<file path="src/rtl/sinc_dec_pkg.sv">
package sinc_dec_pkg;
  typedef enum logic [1:0] {
    FMODE_FAST  = 2'd0,
    FMODE_SINC2 = 2'd1,
    FMODE_SINC3 = 2'd2,
    FMODE_AUTO  = 2'd3
  } fmode_e;
endpackage

</file>
<file path="src/rtl/sinc_dec_timing.sv">
module sinc_dec_timing #(
  parameter int RATIO_LOG2_MIN = 2,
  parameter int RCODE_W        = 2,
  parameter int DIV_BASE_LOG2  = 7,
  localparam int LOG2_MAX      = RATIO_LOG2_MIN + (1 << RCODE_W) - 1,
  localparam int DEC_W         = LOG2_MAX,
  localparam int DIV_W         = DIV_BASE_LOG2 + 1
) (
  input  logic               clk_i,
  input  logic               rst_ni,
  input  logic               clr_i,
  input  logic               speed_i,
  input  logic [RCODE_W-1:0] ratio_code_i,
  output logic               mod_stb_o,
  output logic               dump_o
);
  logic [DIV_W-1:0] div_q, div_last;
  logic [DEC_W-1:0] dec_q, dec_last;
  logic             dump_q;

  assign div_last  = speed_i ? '1 : {1'b0, {(DIV_W-1){1'b1}}};
  assign dec_last  = DEC_W'((1 << (RATIO_LOG2_MIN + int'(ratio_code_i))) - 1);
  assign mod_stb_o = (div_q == div_last);
  assign dump_o    = dump_q;

  always_ff @(posedge clk_i or negedge rst_ni) begin
    if (!rst_ni) begin
      div_q  <= '0;
      dec_q  <= '0;
      dump_q <= 1'b0;
    end else if (clr_i) begin
      div_q  <= '0;
      dec_q  <= '0;
      dump_q <= 1'b0;
    end else begin
      div_q  <= mod_stb_o ? '0 : div_q + 1'b1;
      dump_q <= mod_stb_o && (dec_q == dec_last);
      if (mod_stb_o) dec_q <= (dec_q == dec_last) ? '0 : dec_q + 1'b1;
    end
  end

  AST_STB_SINGLE: assert property (@(posedge clk_i) disable iff (!rst_ni)
    mod_stb_o |=> !mod_stb_o);
  AST_DUMP_AFTER_STB: assert property (@(posedge clk_i) disable iff (!rst_ni)
    dump_o |-> $past(mod_stb_o));
endmodule

</file>
<file path="src/rtl/sinc_dec_integ.sv">
module sinc_dec_integ #(
  parameter int W = 17
) (
  input  logic         clk_i,
  input  logic         rst_ni,
  input  logic         clr_i,
  input  logic         en_i,
  input  logic         bit_i,
  output logic [W-1:0] acc1_o,
  output logic [W-1:0] acc2_o,
  output logic [W-1:0] acc3_o
);
  logic [W-1:0] x, n1, n2, n3;

  // chained sums without pipeline delay keep the response a pure boxcar power
  assign x  = bit_i ? W'(1) : '1;
  assign n1 = acc1_o + x;
  assign n2 = acc2_o + n1;
  assign n3 = acc3_o + n2;

  always_ff @(posedge clk_i or negedge rst_ni) begin
    if (!rst_ni) begin
      acc1_o <= '0;
      acc2_o <= '0;
      acc3_o <= '0;
    end else if (clr_i) begin
      acc1_o <= '0;
      acc2_o <= '0;
      acc3_o <= '0;
    end else if (en_i) begin
      acc1_o <= n1;
      acc2_o <= n2;
      acc3_o <= n3;
    end
  end
endmodule

</file>
<file path="src/rtl/sinc_dec_comb.sv">
module sinc_dec_comb #(
  parameter int W     = 17,
  parameter int ORDER = 1
) (
  input  logic         clk_i,
  input  logic         rst_ni,
  input  logic         clr_i,
  input  logic         en_i,
  input  logic [W-1:0] in_i,
  output logic [W-1:0] out_o
);
  logic [W-1:0] tap [ORDER+1];

  assign tap[0] = in_i;

  for (genvar j = 0; j < ORDER; j++) begin : g_stage
    logic [W-1:0] dly_q;
    always_ff @(posedge clk_i or negedge rst_ni) begin
      if (!rst_ni)     dly_q <= '0;
      else if (clr_i)  dly_q <= '0;
      else if (en_i)   dly_q <= tap[j];
    end
    assign tap[j+1] = tap[j] - dly_q;
  end

  assign out_o = tap[ORDER];
endmodule

</file>
<file path="src/rtl/sinc_decimator.sv">
module sinc_decimator
  import sinc_dec_pkg::*;
#(
  parameter int RATIO_LOG2_MIN = 2,
  parameter int RCODE_W        = 2,
  parameter int DIV_BASE_LOG2  = 7,
  parameter int OUT_W          = 24,
  localparam int LOG2_MAX      = RATIO_LOG2_MIN + (1 << RCODE_W) - 1,
  localparam int INT_W         = 3 * LOG2_MAX + 2
) (
  input  logic               clk_i,
  input  logic               rst_ni,
  input  logic               mod_bit_i,
  input  logic               chan_i,
  input  logic               speed_i,
  input  logic [RCODE_W-1:0] ratio_code_i,
  input  logic [1:0]         fmode_i,
  output logic               mod_stb_o,
  output logic [OUT_W-1:0]   data_o,
  output logic               dready_o,
  output logic               settled_o
);
  localparam logic signed [OUT_W:0] POS_MAX = (OUT_W+1)'((1 << (OUT_W-1)) - 1);

  logic             dump;
  logic [INT_W-1:0] acc [3];
  logic [INT_W-1:0] res [3];
  logic [1:0]       cnt_q;
  fmode_e           mode;
  int               order, shamt;
  logic             settle_now;
  logic [INT_W-1:0] sel;
  logic signed [OUT_W:0] ext, scaled;
  logic [OUT_W-1:0] word;

  sinc_dec_timing #(
    .RATIO_LOG2_MIN(RATIO_LOG2_MIN), .RCODE_W(RCODE_W), .DIV_BASE_LOG2(DIV_BASE_LOG2)
  ) u_timing (
    .clk_i, .rst_ni, .clr_i(chan_i), .speed_i, .ratio_code_i,
    .mod_stb_o, .dump_o(dump)
  );

  sinc_dec_integ #(.W(INT_W)) u_integ (
    .clk_i, .rst_ni, .clr_i(chan_i), .en_i(mod_stb_o), .bit_i(mod_bit_i),
    .acc1_o(acc[0]), .acc2_o(acc[1]), .acc3_o(acc[2])
  );

  for (genvar k = 0; k < 3; k++) begin : g_comb
    sinc_dec_comb #(.W(INT_W), .ORDER(k + 1)) u_comb (
      .clk_i, .rst_ni, .clr_i(chan_i), .en_i(dump), .in_i(acc[k]), .out_o(res[k])
    );
  end

  assign mode = fmode_e'(fmode_i);

  always_comb begin
    unique case (mode)
      FMODE_FAST:  begin order = 1; settle_now = 1'b1;          end
      FMODE_SINC2: begin order = 2; settle_now = (cnt_q >= 2'd1); end
      FMODE_SINC3: begin order = 3; settle_now = (cnt_q >= 2'd2); end
      default:     begin order = (cnt_q == 2'd0) ? 1 : (cnt_q == 2'd1) ? 2 : 3;
                         settle_now = 1'b1; end
    endcase
    shamt  = OUT_W - 1 - order * (RATIO_LOG2_MIN + int'(ratio_code_i));
    sel    = res[order-1];
    ext    = $signed({{(OUT_W+1-INT_W){sel[INT_W-1]}}, sel});
    scaled = ext <<< shamt;
    word   = (scaled > POS_MAX) ? POS_MAX[OUT_W-1:0] : scaled[OUT_W-1:0];
  end

  always_ff @(posedge clk_i or negedge rst_ni) begin
    if (!rst_ni) begin
      data_o    <= '0;
      settled_o <= 1'b0;
      dready_o  <= 1'b0;
      cnt_q     <= '0;
    end else begin
      dready_o <= dump && !chan_i;
      if (chan_i) begin
        cnt_q <= '0;
      end else if (dump) begin
        data_o    <= word;
        settled_o <= settle_now;
        if (cnt_q != 2'd3) cnt_q <= cnt_q + 2'd1;
      end
    end
  end

  AST_DRDY_SINGLE: assert property (@(posedge clk_i) disable iff (!rst_ni)
    dready_o |=> !dready_o);
  AST_CHAN_CANCEL: assert property (@(posedge clk_i) disable iff (!rst_ni)
    chan_i |=> !dready_o);
  AST_FAST_SETTLED: assert property (@(posedge clk_i) disable iff (!rst_ni)
    (dump && !chan_i && mode == FMODE_FAST) |=> (dready_o && settled_o));
  AST_AUTO_SETTLED: assert property (@(posedge clk_i) disable iff (!rst_ni)
    (dump && !chan_i && mode == FMODE_AUTO) |=> (dready_o && settled_o));
  AST_HOLD_WORD: assert property (@(posedge clk_i) disable iff (!rst_ni)
    !dready_o |-> $stable(data_o));
endmodule

</file>
<file path="config.mk">
export PLATFORM = sky130hd
export DESIGN_NAME = sinc_decimator
export DESIGN_NICKNAME = d
export VERILOG_FILES = /design/src/rtl/sinc_dec_pkg.sv /design/src/rtl/sinc_dec_timing.sv /design/src/rtl/sinc_dec_integ.sv /design/src/rtl/sinc_dec_comb.sv /design/src/rtl/sinc_decimator.sv
export SDC_FILE = /design/constraint.sdc
export NUM_CORES = 1
export LEC_CHECK = 0
export ABC_AREA = 0
export BUFFER_PORTS_ARGS = -buffer_cell sky130_fd_sc_hd__buf_2
export CORE_MARGIN = 2
export CORE_UTILIZATION = 45
export DETAILED_ROUTE_END_ITERATION = 10
export PLACE_DENSITY = 0.59
export SETUP_SLACK_MARGIN = 0.2
export SYNTH_ARGS = -nofsm -noshare
export SYNTH_HDL_FRONTEND = slang
export SYNTH_SLANG_ARGS = --single-unit
</file>
<file path="constraint.sdc">
create_clock -name clk_i -period 16.7 [get_ports clk_i]
set_input_delay 1.67 -clock clk_i [delete_from_list [all_inputs] [get_ports clk_i]]
set_output_delay 1.67 -clock clk_i [all_outputs]
set_load 0.005 [all_outputs]
</file>
After elaboration in Yosys (flattened, before gate mapping)
Cells that the tools add are included.
{ "word_totals": {"regBits": 195, "in_bits": 9, "out_inout_bits": 27, "wordCells": 94} }
{ "op_classes": {"n_addsub": 16, "mul": 1, "n_lt_le_gt_ge": 4, "n_eq_ne": 6, "shifts": 2, "n_mux": 37, "bitwise_logic": 2, "reduce_logical": 10} }
{ "ops": {"columns": ["op", "n"], "rows": [
  ["2-to-1 mux 17 bit", 21],
  ["subtractor 17 bit", 6],
  ["adder 17 bit", 3],
  ["binary-select mux 17 bit (select 2 bit)", 1],
  [">= comparator 32 x 3 -> 1 bit (second input constant)", 1],
  ["multiplier 32 x 32 -> 32 bit", 1],
  ["NOT 32 bit", 1],
  ["left shift 1 x 32 -> 5 bit (first input constant)", 1],
  ["<<< shifter 17 x 32 -> 25 bit", 1],
  ["subtractor 32 x 2 -> 32 bit (second input constant)", 1],
  ["subtractor 6 x 32 -> 32 bit (first input constant)", 1],
  ["> comparator 25 x 24 -> 1 bit (second input constant)", 1],
  ["2-to-1 mux 24 bit", 1],
  ["2-to-1 mux 8 bit", 3],
  ["2-to-1 mux 5 bit", 3],
  ["adder 8 x 1 -> 8 bit (second input constant)", 1],
  ["equality test 8 bit", 1],
  ["2-to-1 mux 2 bit", 4],
  ["one-hot mux 2 bit (3 select lines)", 1],
  ["nonzero test 2 bit", 3],
  ["adder 5 x 1 -> 5 bit (second input constant)", 1],
  ["equality test 5 bit", 1],
  ["subtractor 5 x 2 -> 5 bit (second input constant)", 1],
  ["equality test 2 x 1 -> 1 bit (second input constant)", 2],
  ["13 further kinds", 17]
]} }

Longest topological paths before layout
Gate-level depths: netlist of run 1.
{ "logic_depth": {"word_depth": 12, "mapped_depth": 32, "mapped_depth_nobuf": 31} }

By module
Synthesis of run 1 repeated with hierarchy kept, for this count alone.
{ "hier_totals": {"hier_cells": 1985, "hier_area_um2": 17045.1} }
{ "by_module_without_submodules": {"columns": ["mod", "n_inst", "cells_each", "area_per_inst_um2"], "rows": [
  ["sinc_dec_comb at g_comb[2].u_comb", 1, 524, 4509.3],
  ["sinc_dec_integ", 1, 454, 4160.2],
  ["sinc_dec_comb at g_comb[1].u_comb", 1, 373, 3150.5],
  ["sinc_decimator", 1, 371, 2915.3],
  ["sinc_dec_comb at g_comb[0].u_comb", 1, 187, 1561.5],
  ["sinc_dec_timing", 1, 76, 748.2]
]} }

Worst setup path before layout of run 1
Ideal clock, no wire load.
{ "synth_timing": {"kind": "in2reg", "start": "input port mod_bit_i", "end": "register u_integ.acc3_o[16]", "t_arrival_ns": 6.097, "required_time_ns": 16.622, "path_slack_ns": 10.525, "path_stages": 25, "n_path_buf": 0, "path_cell_list": "inv_1 ha_1 a21o_1 a21oi_1 o21bai_1 a21oi_1 o21bai_1 a211oi_1 o21bai_1 xor2_1 ha_1 nand3_1 a211o_1 nand2_1 nor2_1 xnor2_1 ha_1 or3_1 o31ai_1 o21ai_0 nand3_1 nand2_1 xor2_1 or3_1 a21oi_1"} }
{ "synth_via": {"elab_chain_cells": 6} }
{ "synth_rtl": {"columns": ["item", "line_no", "text"], "rows": [
  ["start, declared", "sinc_decimator.sv:13", "input logic mod_bit_i,"],
  ["2-to-1 mux 17 bit", "sinc_dec_integ.sv:16", "assign x = bit_i ? W'(1) : '1;"],
  ["adder 17 bit", "sinc_dec_integ.sv:17", "assign n1 = acc1_o + x;"],
  ["adder 17 bit", "sinc_dec_integ.sv:18", "assign n2 = acc2_o + n1;"],
  ["adder 17 bit", "sinc_dec_integ.sv:19", "assign n3 = acc3_o + n2;"],
  ["2-to-1 mux 17 bit", "sinc_dec_integ.sv:30", "end else if (en_i) begin"],
  ["2-to-1 mux 17 bit", "sinc_dec_integ.sv:26", "end else if (clr_i) begin"],
  ["end signal, assigned", "sinc_dec_integ.sv:33", "acc3_o <= n3;"],
  ["end, declared", "sinc_dec_integ.sv:11", "output logic [W-1:0] acc3_o"]
]} }
No other way between the ends. The select of a mux whose other input is x is not followed.
A chain may end at the register's enable or synchronous reset.

Worst setup path in the final report of run 1
{ "layout_timing": {"start": "register u_integ.acc3_o[1]", "end": "register data_o[22]"} }
{ "layout_via": {"elab_chain_cells": 9} }
{ "layout_rtl": {"columns": ["item", "line_no", "text"], "rows": [
  ["subtractor 17 bit * (3 in a row)", "sinc_dec_comb.sv:23", "assign tap[j+1] = tap[j] - dly_q;"],
  ["binary-select mux 17 bit (select 2 bit) *", "sinc_decimator.sv:65", "sel = res[order-1];"],
  ["2-to-1 mux 17 bit (implied by the code) * (2 in a row)", "sinc_decimator.sv:65", null],
  ["<<< shifter 17 x 32 -> 25 bit *", "sinc_decimator.sv:67", "scaled = ext <<< shamt;"],
  ["> comparator 25 x 24 -> 1 bit", "sinc_decimator.sv:68", "word = (scaled > POS_MAX) ? POS_MAX[OUT_W-1:0] : scaled[OUT_W-1:0];"],
  ["2-to-1 mux 24 bit *", "sinc_decimator.sv:68", null],
  ["end signal, assigned", "sinc_decimator.sv:82", "data_o <= word;"],
  ["end, declared", "sinc_decimator.sv:19", "output logic [OUT_W-1:0] data_o,"]
]} }
Every way passes the cells marked *; elsewhere a longest branch is shown, timed or not. The select of a mux whose other input is x is not followed.

==> results of run 1 <==
layer usage:
layer  up-vias  wire (µm)
li1       6957          -
met1      6659      21200
met2       250      20500
met3        47       1220
met4         0       1050
met5         -          0
layout make-up:
cell class,count,area (µm²)
sequential,195,4880
multi-input combinational,1550,10700
tap,461,577
fill,3474,18200
clock inverter,11,93.8
timing repair buffer,47,280
inverter,148,556
clock buffer,21,470
stage by stage:
step / utilization, % / instance area, µm²
3_3_place_gp: 47.4 / 17000
3_5_place_dp: 47.4 / 17000
5_1_grt: 49.0 / 17500
6_report: 49.0 / 17500
4_1_cts: 49.0 / 17500
2_1_floorplan: - / 16400
kinds of logic after synthesis:
group / share of synthesized area (%)
adder cells (fa/ha/maj): 13.3
XOR/XNOR: 5.62
AND/OR/NAND/NOR: 18.7
AO/OA/AOI/OAI: 20.2
buffers and inverters: 5.16
flip-flops: 29.8
multiplexers: 7.20
registers in the layout, indices dropped and copies added (netlist names):
register                     count
u_integ.acc2_o                  17
g_comb.u_comb.g_stage.dly_q    102
dready_o                         1
u_integ.acc1_o                  17
data_o                          24
u_timing.div_q                   8
settled_o                        1
u_timing.dec_q                   5
u_integ.acc3_o                  17
cnt_q                            2
u_timing.dump_o                  1
synth_stat cells, types with 40 or more instances:
cell type	instances	area (µm²)
clkbuf_1	60	225
mux2i_1	111	1110
nor3_1	45	225
xnor2_1	65	569
a21oi_1	155	776
o21ai_0	81	405
inv_1	146	548
nand2_1	168	631
dfrtp_1	195	4880
xor2_1	40	350
nor2_1	250	938
ha_1	158	1980
worst max-delay path by stage:
stage	endpoint	slack, ns
2_1_floorplan	u_integ.acc3_o[16]	10.52
3_3_place_gp	u_integ.acc3_o[16]	9.65
3_5_place_dp	u_integ.acc3_o[16]	9.41
4_1_cts	data_o[22]	9.40
5_1_grt	data_o[20]	8.58
6_report	data_o[22]	9.38
power by group:
part           switching, µW  internal (µW)  total, µW
Clock                    206            206        413
Combinational            120           51.4        172
Sequential             0.673            472        473
worst register-to-register path: cells and delay by family (launching register included):
kind / cells / cell delay (ns)
AOI/OAI and AO/OA: 18 / 4.74
xor gates and xnor gates: 1 / 0.17
adders and majority gates: 3 / 1.00
buffers and inverters: 2 / 0.18
DFF: 1 / 0.43
and+or+nand+nor: 6 / 0.67
==> results by group, run 1 <==
Die
  – Die ar.: 0.0379 mm²
  – Core Footprint: 0.0357 mm²
  – Initial Utilization: 45.8%
  – Die X: 195 µm
  – Ports: 36
  – Site Rows: 69
  – DIE HEIGHT: 195 µm

Synthesis
  – Fraction of registers with async set/reset: 100%
  – Synth Register Bits: 195
  – Post-synth EDFFs: 0
  – Synth Cell Area: 0.0164 mm²
  – Synthesized area per cell: between 8 and 9 µm²
  – Prevailing post-synth register cell: dfrtp_1
  – Mapped Nets: about 2100
  – Mapped Cells: 1963
  – Ys Warns: 0
  – Sequential-to-total area share from yosys stat: 29.8%
  – Unique masters post-synth: 92

Critical path
  – Worst path slowest cell: o211ai_4
  – WP depth: 30
  – Critical Path AT: 7.62 ns
  – R2r worst-path depth: 30
  – Reg2reg start: u_integ.acc3_o[1]
  – WS Path Type: flip-flop to flip-flop
  – CP delay by family, top: compound AO/OA/AOI/OAI gates
  – CP Capture Type: flip-flop
  – Crit path largest cell delay: 0.57 ns
  – Reg2Reg Setup Slack: 9.38 ns
  – Buf/Inv on CP: 2
  – Most Frequent Cell on Critical Path: a21boi_0
  – Worst R2R End: data_o[22]
  – Worst Setup SP: u_integ.acc3_o[1]
  – Max FO, Critical Path: 23
  – Req. time, crit path: approximately 17 ns
  – Worst setup SP type: flip-flop

Clock tree
  – Hold Buf Count CTS: 0
  – Root buffer cell: clkbuf_16
  – Skew-Pair Late Insertion Delay: 0.46 ns
  – Post-CTS Setup Repair Bufs: 0
  – Post-cts repair resize count: 0
  – Clk pin slew, worst setup/hold paths: 0.08 ns
  – Number of H-tree levels: 4
  – Number of buffers created by CTS: 17
  – Clk sinks: 195
  – Maximum buffer depth of the clock tree: 2
  – CTS tree: yes

STA
  – Final setup violation count: 0
  – Slew at the pin with the worst max-slew slack: roughly 0.97 ns
  – Slew HR: 35.3%
  – Max Freq: 137 MHz
  – RSZ-0062 raised after global routing: no
  – Worst Skew: about 0.012 ns
  – Fin. Hold Viols: 0
  – Fin worst setup slack: between 9 and 10 ns
  – WHS: around 0.52 ns
  – Fin Setup TNS: 0 ns
  – Final Max Tran Viols: 0
  – Minimum clock period: 7.32 ns
  – Crit share post-route: 43.8%

Global routing
  – GR Overflow Total: 0
  – Largest net degree at the start of global routing: 87
  – Grt peak-use layer: met2
  – M3 GR Usage: ~2.4%
  – Antenna violations before repair: 0
  – Met1 Use GR: 32.5%
  – First-pass GRT wire length: 73300 µm
  – GRT Util Overall: approximately a quarter
  – Met2 Usage GRT: 39.9%
  – Number of global-route vias before repair: 13462

Cells and area
  – Commonest non-fill, non-tap cell in the layout: nor2_1
  – Layout cells sized above 1: between 5 and 6%
  – Nets: around 2100
  – Non-filler cells, final: 2433
  – Commonest cells after routing, fill and taps aside: nor2_1 (250), dfrtp_1 (194), nand2_1 (168)
  – # diodes: 0
  – Synthesis-to-finish area growth: 6.96%

Min path
  – Hold Path Class: flip-flop to flip-flop
  – Hold path endpoint: g_comb[2].u_comb.g_stage[2].dly_q[10]
  – Hold Crit Start: g_comb[2].u_comb.g_stage[2].dly_q[10]
  – Hold depth: 2

Route
  – Routed wire per std cell: 18.1 µm
  – Detailed Route Iter0 Violations: 927
  – DR vias/cell: ~5.7
  – Routed Antenna Nets: 0
  – DR pass1 iterations: 5
  – Detailed-route DRC error count: 0
  – WL final: 44000 µm
  – DR vias: around 14000

Placed design
  – Inst Count DP: 2401
  – IO Port Bufs: 35
  – Post-DP HPWL: approximately 33000 µm
  – DP Worst Slack: 9.41 ns
  – GPL Wtd Cong: a little over 0.9

Power and ir drop
  – Pwr Total: 1060 µW
  – P_leak: approximately 0.0077 µW
  – VDD IR max: 0.0650 mV
  – Power Dens Cells: 60.4 mW/mm²

Outcome
  – Outcome: complete, no violations

Run
  – Max Cap Viol: 0
No activity file was read; power rests on OpenSTA's default activity.
==> inputs of run 2 (changes only) <==
--- a/config.mk
+++ b/config.mk
@@ -5,12 +5,12 @@
 export SDC_FILE = /design/constraint.sdc
 export NUM_CORES = 1
 export LEC_CHECK = 0
-export ABC_AREA = 0
+export ABC_AREA = 1
 export BUFFER_PORTS_ARGS = -buffer_cell sky130_fd_sc_hd__buf_2
 export CORE_MARGIN = 2
 export CORE_UTILIZATION = 45
 export DETAILED_ROUTE_END_ITERATION = 10
-export PLACE_DENSITY = 0.59
+export PLACE_DENSITY = 0.6
 export SETUP_SLACK_MARGIN = 0.2
 export SYNTH_ARGS = -nofsm -noshare
 export SYNTH_HDL_FRONTEND = slang
==> constraint.sdc (replaced) <==
create_clock -name clk_i -period 7.34 [get_ports clk_i]
set_input_delay 0.734 -clock clk_i [delete_from_list [all_inputs] [get_ports clk_i]]
set_output_delay 0.734 -clock clk_i [all_outputs]
set_load 0.005 [all_outputs]
==> run 2 against run 1 <==
Register-to-register slack lost 8.2 ns. Critical path type unchanged. Setup slack lost 8.2 ns. Non-clock buffer count shrank 4. Final area shrank 4.2%. Clock-buffer cell count shrank 3. Largest power group unchanged. Area after synthesis shrank 4.5%. Critical path depth grew 7. Hold slack lost 0.27 ns. First-iteration DRC count grew 10%. Largest cell class unchanged. Sequential power grew 140%. Routed wire length shrank 3.7%.
==> results by group, run 2 <==
Route
  – Routed Antenna Nets: 0 (unchanged)
  – DR pass1 iterations: 5 (unchanged)
  – Routed wire per std cell: 16.1 µm (-11%)
  – DR vias/cell: 5.40 (-5.6%)
  – DR vias: 14180 (+1.9%)
  – Detailed-route DRC error count: 0 (unchanged)
  – Detailed Route Iter0 Violations: 1021 (+10%)
  – WL final: 42300 µm (-3.7%)

Global routing
  – First-pass GRT wire length: 69400 µm (-5.2%)
  – Number of global-route vias before repair: 13359 (-0.77%)
  – GRT Util Overall: 24.1% (+0.26 points)
  – Largest net degree at the start of global routing: 76 (-13%)
  – GR Overflow Total: 0 (unchanged)
  – Antenna violations before repair: 0 (unchanged)

Synthesis
  – Mux cell area share after synthesis: 0% (-7.2 points)
  – Synth Register Bits: 195 (unchanged)
  – Compound-Gate Fraction of Synth Area: 19.1% (-1.1 points)
  – Mapped Nets: 2339 (+9.3%)
  – Simple-gate share of the synthesized area: 20.8% (+2.0 points)
  – Top cells by count, synth: nand2_1 (438), inv_1 (342), dfrtp_1 (195)
  – Unique masters post-synth: 53 (-42%)
  – Synthesized area per cell: 7.23 µm² (-13%)
  – Prevailing post-synth register cell: dfrtp_1
  – Main combinational cell family by area after synthesis: simple AND/OR/NAND/NOR gates
  – Adder-Cell Fraction of Synth Area: 13.9% (+0.63 points)
  – Post-synth EDFFs: 0 (unchanged)
  – Sequential-to-total area share from yosys stat: 31.2% (+1.4 points)
  – Cell with the most instances after synthesis: nand2_1
  – Ys Warns: 0 (unchanged)
  – Cell taking the most area after synthesis: dfrtp_1
  – XOR/XNOR Fraction of Synth Area: 4.82% (-0.80 points)
  – Synth top area share: 31.2% (+1.4 points)
  – Synth Cell Area: 0.0156 mm² (-4.5%)
  – Fraction of registers with async set/reset: 100% (unchanged)
  – Largest cells by area after synthesis: dfrtp_1 (31%), ha_1 (13%), nand2_1 (11%), inv_1 (8.2%), a21oi_1 (5.5%)
  – Mapped Cells: 2162 (+10%)

Die
  – Site Rows: 68 (-1.4%)
  – Ports: 36 (unchanged)
  – Initial Utilization: 45.5% (-0.32 points)
  – Die X: 190 µm (-2.2%)
  – Die ar.: 0.0363 mm² (-4.4%)
  – DIE HEIGHT: 190 µm (-2.2%)
  – Core Footprint: 0.0344 mm² (-3.8%)

Critical path
  – Worst path slowest cell: dfrtp_1
  – CP Capture Type: flip-flop
  – Critical Path AT: 6.50 ns (-1.12 ns)
  – Max FO, Critical Path: 24 (+4.3%)
  – Req. time, crit path: 7.69 ns (-9.31 ns)
  – Most Frequent Cell on Critical Path: nand2_1
  – Worst setup SP type: flip-flop
  – WS Path Type: flip-flop to flip-flop
  – Crit path largest cell delay: 0.42 ns (-0.15 ns)

Run
  – Max Cap Viol: 0 (unchanged)

Placed design
  – Post-DP HPWL: 31400 µm (-6.0%)
  – IO Port Bufs: 35 (unchanged)
  – GPL Wtd Cong: 0.920 (+0.98%)
  – Inst Count DP: 2596 (+8.1%)

Clock tree
  – Number of H-tree levels: 4 (unchanged)
  – Skew-Pair Late Insertion Delay: 0.47 ns (about the same)
  – Post-cts repair resize count: 0 (unchanged)
  – Clk pin slew, worst setup/hold paths: 0.08 ns (about the same)
  – CTS tree: yes
  – Post-CTS Setup Repair Bufs: 0 (unchanged)
  – Root buffer cell: clkbuf_16
  – Maximum buffer depth of the clock tree: 2 (unchanged)
  – Hold Buf Count CTS: 0 (unchanged)
  – Clk sinks: 195 (unchanged)
  – Number of buffers created by CTS: 17 (unchanged)

STA
  – Final setup violation count: 0 (unchanged)
  – Slew HR: 32.6% (-2.6 points)
  – Worst Skew: 0.0142 ns (+0.00242 ns)
  – Slew at the pin with the worst max-slew slack: 1.01 ns (+0.0397 ns)
  – Fin. Hold Viols: 0 (unchanged)
  – Minimum clock period: 6.16 ns (-1.16 ns)
  – Crit share post-route: 83.9% (+40 points)
  – Fin Setup TNS: 0 ns (unchanged)
  – Final Max Tran Viols: 0 (unchanged)
  – Max Freq: 162 MHz (+19%)
  – RSZ-0062 raised after global routing: no

Cells and area
  – Layout cells sized above 1: 5.71% (-0.024 points)
  – Filler cells: 3517 (+1.2%)
  – Commonest non-fill, non-tap cell in the layout: nand2_1
  – Commonest cells after routing, fill and taps aside: nand2_1 (437), inv_1 (341), dfrtp_1 (195)
  – Synthesis-to-finish area growth: 7.32%
  – Non-filler cells, final: 2628 (+8.0%)
  – Nets: 2337 (+9.4%)
  – Max reg flops: 102 (unchanged)
  – Top flop regs: g_comb.u_comb.g_stage.dly_q: 102 flops, data_o: 24 flops
  – Biggest register: g_comb.u_comb.g_stage.dly_q
  – # diodes: 0 (unchanged)

Min path
  – Hold Path Class: primary input to async pin

Power and ir drop
  – P_leak: 0.00877 µW (+14%)
  – VDD IR max: 0.169 mV (+160%)
  – Power Dens Cells: 157 mW/mm² (+160%)

Outcome
  – Outcome: complete, no violations
## run 2: cell types whose count changed after synthesis, moves of 31 or more
cell	delta
inv_1	+196
mux2i_1	-111
nand2_1	+270
nand2b_1	-31
nand3_1	+134
nor2_1	-127
o21ai_0	+62
o22ai_1	+74
xnor2_1	-37
## run 2: stage by stage
stage,total power [µW],setup slack (ns),area (µm²),util [%],hold slack (ns)
floorplan,1530,2.42,15600,-,0.433
global placement,1680,1.46,16200,47.1,0.458
detailed placement,1680,1.26,16200,47.1,0.465
CTS,2650,1.20,16800,48.8,0.264
global route,2770,0.342,16800,48.8,0.291
finish,2640,1.18,16800,48.8,0.255
## run 2: cell type report
class	count	area, µm²	share of cell area, %
clock buffers	18	439	2.62
clock inverters	14	149	0.887
multi-input cells	1549	9170	54.7
flip-flops and latches	195	4880	29.1
well taps	455	569	3.39
repair buffers	43	244	1.45
inverters	354	1330	7.92
## run 2: kinds of logic after synthesis
family	after synthesis
AND/OR/NAND/NOR	776
flip-flops	195
XOR/XNOR	86
adder cells (fa/ha/maj)	168
AO/OA/AOI/OAI	519
buffers and inverters	418
## run 2: metal layers
layer | global-route usage [%] | up-vias | routed length [µm]
met5 | 0 | - | 0
met4 | 4.74 | 0 | 456
met3 | 4.36 | 30 | 1820
met2 | 39.9 | 254 | 19500
met1 | 33.0 | 6732 | 20600
li1 | - | 7164 | -
## run 2: path summary, 6_finish.rpt
kind                                    from           endpoint  slack [ns]  depth (start not counted)
min                                   rst_ni           dready_o        0.26                          1
max reg2reg                u_integ.acc3_o[2]          data_o[8]        1.18                         37
max                        u_integ.acc3_o[2]          data_o[8]        1.18                         37
max in group asynchronous             rst_ni  u_integ.acc1_o[3]        5.61                          2
min reg2reg                u_timing.div_q[0]  u_timing.div_q[0]        0.48                          1
min in group clk_i         u_timing.div_q[0]  u_timing.div_q[0]        0.48                          1
## run 2: critical path, delay by kind of cell (launching register included)
kind	cells	cell delay [ns]
adders and majority gates	3	1.03
DFF	1	0.42
buffers and inverters	3	0.26
AOI/OAI and AO/OA	13	2.33
xor gates and xnor gates	2	0.50
and+or+nand+nor	16	1.49
## run 2: power breakdown
group / switching (µW) / total, µW / internal [µW]
clock network: 482 / 970 / 489
registers: 15.0 / 1120 / 1100
logic: 384 / 546 / 162
==> inputs of run 3 (changes only) <==
--- a/config.mk
+++ b/config.mk
@@ -5,12 +5,12 @@
 export SDC_FILE = /design/constraint.sdc
 export NUM_CORES = 1
 export LEC_CHECK = 0
-export ABC_AREA = 1
+export ABC_AREA = 0
 export BUFFER_PORTS_ARGS = -buffer_cell sky130_fd_sc_hd__buf_2
 export CORE_MARGIN = 2
 export CORE_UTILIZATION = 45
 export DETAILED_ROUTE_END_ITERATION = 10
-export PLACE_DENSITY = 0.6
+export PLACE_DENSITY = 0.59
 export SETUP_SLACK_MARGIN = 0.2
 export SYNTH_ARGS = -nofsm -noshare
 export SYNTH_HDL_FRONTEND = slang
==> constraint.sdc (replaced) <==
create_clock -name clk_i -period 6.2 [get_ports clk_i]
set_input_delay 0.62 -clock clk_i [delete_from_list [all_inputs] [get_ports clk_i]]
set_output_delay 0.62 -clock clk_i [all_outputs]
set_load 0.005 [all_outputs]
==> run 3 against run 2 <==
The run now ends with negative setup slack left. Clock skew barely moved. Utilization rose by 3.8 points. Largest power group unchanged. Register-to-register slack got worse by 1.2 ns. Final area rose by 12%. Final cell count fell by 2.4%. Non-clock buffer count rose by 137. Die area rose by 4.6%. Routed wire length rose by 6.2%. Hold slack got worse by 0.19 ns.
==> results by group, run 3 (same netlist as run 1, synthesis figures left out) <==
STA
  – Crit share post-route: 101% (+17 points)
  – WHS: 0.0617 ns (-0.193 ns)
  – Minimum clock period: 6.24 ns (+0.0800 ns)
  – Fin worst setup slack: -0.0357 ns (-1.22 ns)
  – Slew at the pin with the worst max-slew slack: 1.01 ns (-0.00497 ns)
  – Final setup violation count: 6 (+6)
  – Final Max Tran Viols: 0 (unchanged)
  – Fin. Hold Viols: 0 (unchanged)
  – Max Freq: 160 MHz (-1.3%)
  – RSZ-0062 raised after global routing: yes
  – Worst Skew: 0.0143 ns (+0.000120 ns)
  – Slew HR: 32.1% (-0.52 points)

Die
  – Ports: 36 (unchanged)
  – Site Rows: 69 (+1.5%)
  – DIE HEIGHT: 195 µm (+2.3%)
  – Die ar.: 0.0379 mm² (+4.6%)
  – Die X: 195 µm (+2.3%)
  – Core Footprint: 0.0357 mm² (+4.0%)
  – Initial Utilization: 45.8% (+0.32 points)

Route
  – WL final: 45000 µm (+6.2%)
  – DR vias/cell: 5.61 (+3.9%)
  – Routed Antenna Nets: 0 (unchanged)
  – Detailed-route DRC error count: 0 (unchanged)
  – DR vias: 14386 (+1.5%)
  – Routed wire per std cell: 17.5 µm (+8.8%)
  – Detailed Route Iter0 Violations: 811 (-21%)
  – DR pass1 iterations: 5 (unchanged)

Clock tree
  – CTS tree: yes
  – Root buffer cell: clkbuf_16
  – Clk sinks: 195 (unchanged)
  – Number of buffers created by CTS: 17 (unchanged)
  – Number of H-tree levels: 4 (unchanged)
  – Skew-Pair Late Insertion Delay: 0.47 ns (about the same)
  – Maximum buffer depth of the clock tree: 2 (unchanged)
  – Hold Buf Count CTS: 0 (unchanged)
  – Clk pin slew, worst setup/hold paths: 0.07 ns (about the same)

Power and ir drop
  – Power Dens Cells: 156 mW/mm² (-0.81%)
  – Reg power frac: 43.5% (+1.1 points)
  – Combinational power share: 18.6% (-2.1 points)
  – VDD IR max: 0.175 mV (+3.5%)
  – Clock power share: 37.9% (+1.1 points)
  – NetSw: 898 µW (+2.0%)
  – P_int: 2030 µW (+16%)
  – Switching Fraction: 30.7% (-2.8 points)
  – P_leak: 0.00844 µW (-3.8%)
  – Pwr Total: 2930 µW (+11%)

Critical path
  – WS Path Type: flip-flop to flip-flop
  – Worst setup SP type: flip-flop
  – Max FO, Critical Path: 6 (-75%)
  – Crit path largest cell delay: 0.56 ns (+0.14 ns)
  – Worst path slowest cell: fa_2
  – Critical Path AT: 6.56 ns (+0.06 ns)
  – CP Capture Type: flip-flop
  – Req. time, crit path: 6.53 ns (-1.16 ns)

Global routing
  – GRT Util Overall: 24.4% (+0.32 points)
  – GR Overflow Total: 0 (unchanged)
  – Antenna violations before repair: 0 (unchanged)
  – First-pass GRT wire length: 74700 µm (+7.6%)
  – Number of global-route vias before repair: 14063 (+5.3%)
  – Largest net degree at the start of global routing: 159 (+110%)

Outcome
  – Outcome: complete, but fails checks
  – Violated checks: negative setup slack

Placed design
  – GPL Wtd Cong: 0.878 (-4.6%)
  – Inst Count DP: 2505 (-3.5%)
  – Post-DP HPWL: 33600 µm (+7.2%)
  – IO Port Bufs: 35 (unchanged)

Cells and area
  – Commonest cells after routing, fill and taps aside: nor2_1 (245), dfrtp_1 (194), nand2_1 (168)
  – Commonest non-fill, non-tap cell in the layout: nor2_1
  – # diodes: 0 (unchanged)
  – Max reg flops: 102 (unchanged)
  – Top flop regs: g_comb.u_comb.g_stage.dly_q: 102 flops, data_o: 24 flops
  – Nets: 2269 (-2.9%)
  – Layout cells sized above 1: 13.6% (+7.9 points)
  – Synthesis-to-finish area growth: 14.8%
  – Biggest register: g_comb.u_comb.g_stage.dly_q
  – Non-filler cells, final: 2566 (-2.4%)

Min path
  – Hold Path Class: primary input to async pin

Run
  – Max Cap Viol: 0 (unchanged)
-- run 3: per-layer routing --
layer	wire [µm]	vias to the layer above	GRT usage [%]	part of all wire, %
met4	1290	0	8.51	2.9
met3	1190	56	2.45	2.6
met5	0	-	0	0
met2	20700	250	40.0	46
met1	21800	6863	33.6	48
li1	-	7217	-	-
-- run 3: layout make-up --
| class | instances | area, µm² |
|---|---|---|
| multi-input cells | 1550 | 10900 |
| inverters | 148 | 556 |
| repair buffers | 180 | 1350 |
| well taps | 461 | 577 |
| fillers | 3403 | 16900 |
| flip-flops and latches | 195 | 4880 |
| clock buffers | 19 | 433 |
| clock inverters | 13 | 128 |
-- run 3: critical path, delay by kind of cell (launching register included) --
family / cells / cell delay [ns]
AO/OA/AOI/OAI: 17 / 2.97
AND/OR/NAND/NOR: 4 / 0.38
buffers and inverters: 7 / 0.84
XOR/XNOR: 1 / 0.25
adder cells (fa/ha/maj): 4 / 1.30
flip-flops: 1 / 0.35
-- run 3: worst paths after layout --
path	start	to	slack (ns)	cells past startpoint
max in group asynchronous	rst_ni	g_comb[1].u_comb.g_stage[1].dly_q[12]	4.95	2
worst max register to register	u_integ.acc3_o[0]	data_o[19]	-0.04	33
worst max-delay path	u_integ.acc3_o[0]	data_o[19]	-0.04	33
worst min register to register	g_comb[2].u_comb.g_stage[0].dly_q[9]	g_comb[2].u_comb.g_stage[0].dly_q[9]	0.52	2
min in group clk_i	chan_i	g_comb[1].u_comb.g_stage[1].dly_q[1]	0.51	2
worst min-delay path	rst_ni	u_timing.dec_q[0]	0.06	1
-- run 3: per-stage QoR --
step	utilization [%]	area (µm²)	setup slack, ns	setup TNS (ns)
after floorplan	-	16400	0.371	0
after CTS	52.3	18700	0.0966	0
after global placement	49.7	17800	-0.303	-5.85
final	52.6	18800	-0.0357	-0.151
after global routing	52.6	18800	-0.443	-8.55
after detailed placement	49.7	17800	-0.430	-8.98
-- run 3: repair_timing --
action,4_1_cts,5_1_grt
hold endpoints to repair,0,0
resized for setup,46,23
buffers inserted,23,4
gates cloned,2,0
setup endpoints to repair,24,24
pin swaps,30,23
-- run 3: power by group through the flow --
stage / combinational (µW) / sequential, µW / clock [µW]
floorplan: 322 / 1300 / 0
global placement: 504 / 1300 / 0
detailed placement: 502 / 1300 / 0
CTS: 536 / 1270 / 1150
global route: 591 / 1270 / 1190
finish: 544 / 1270 / 1110
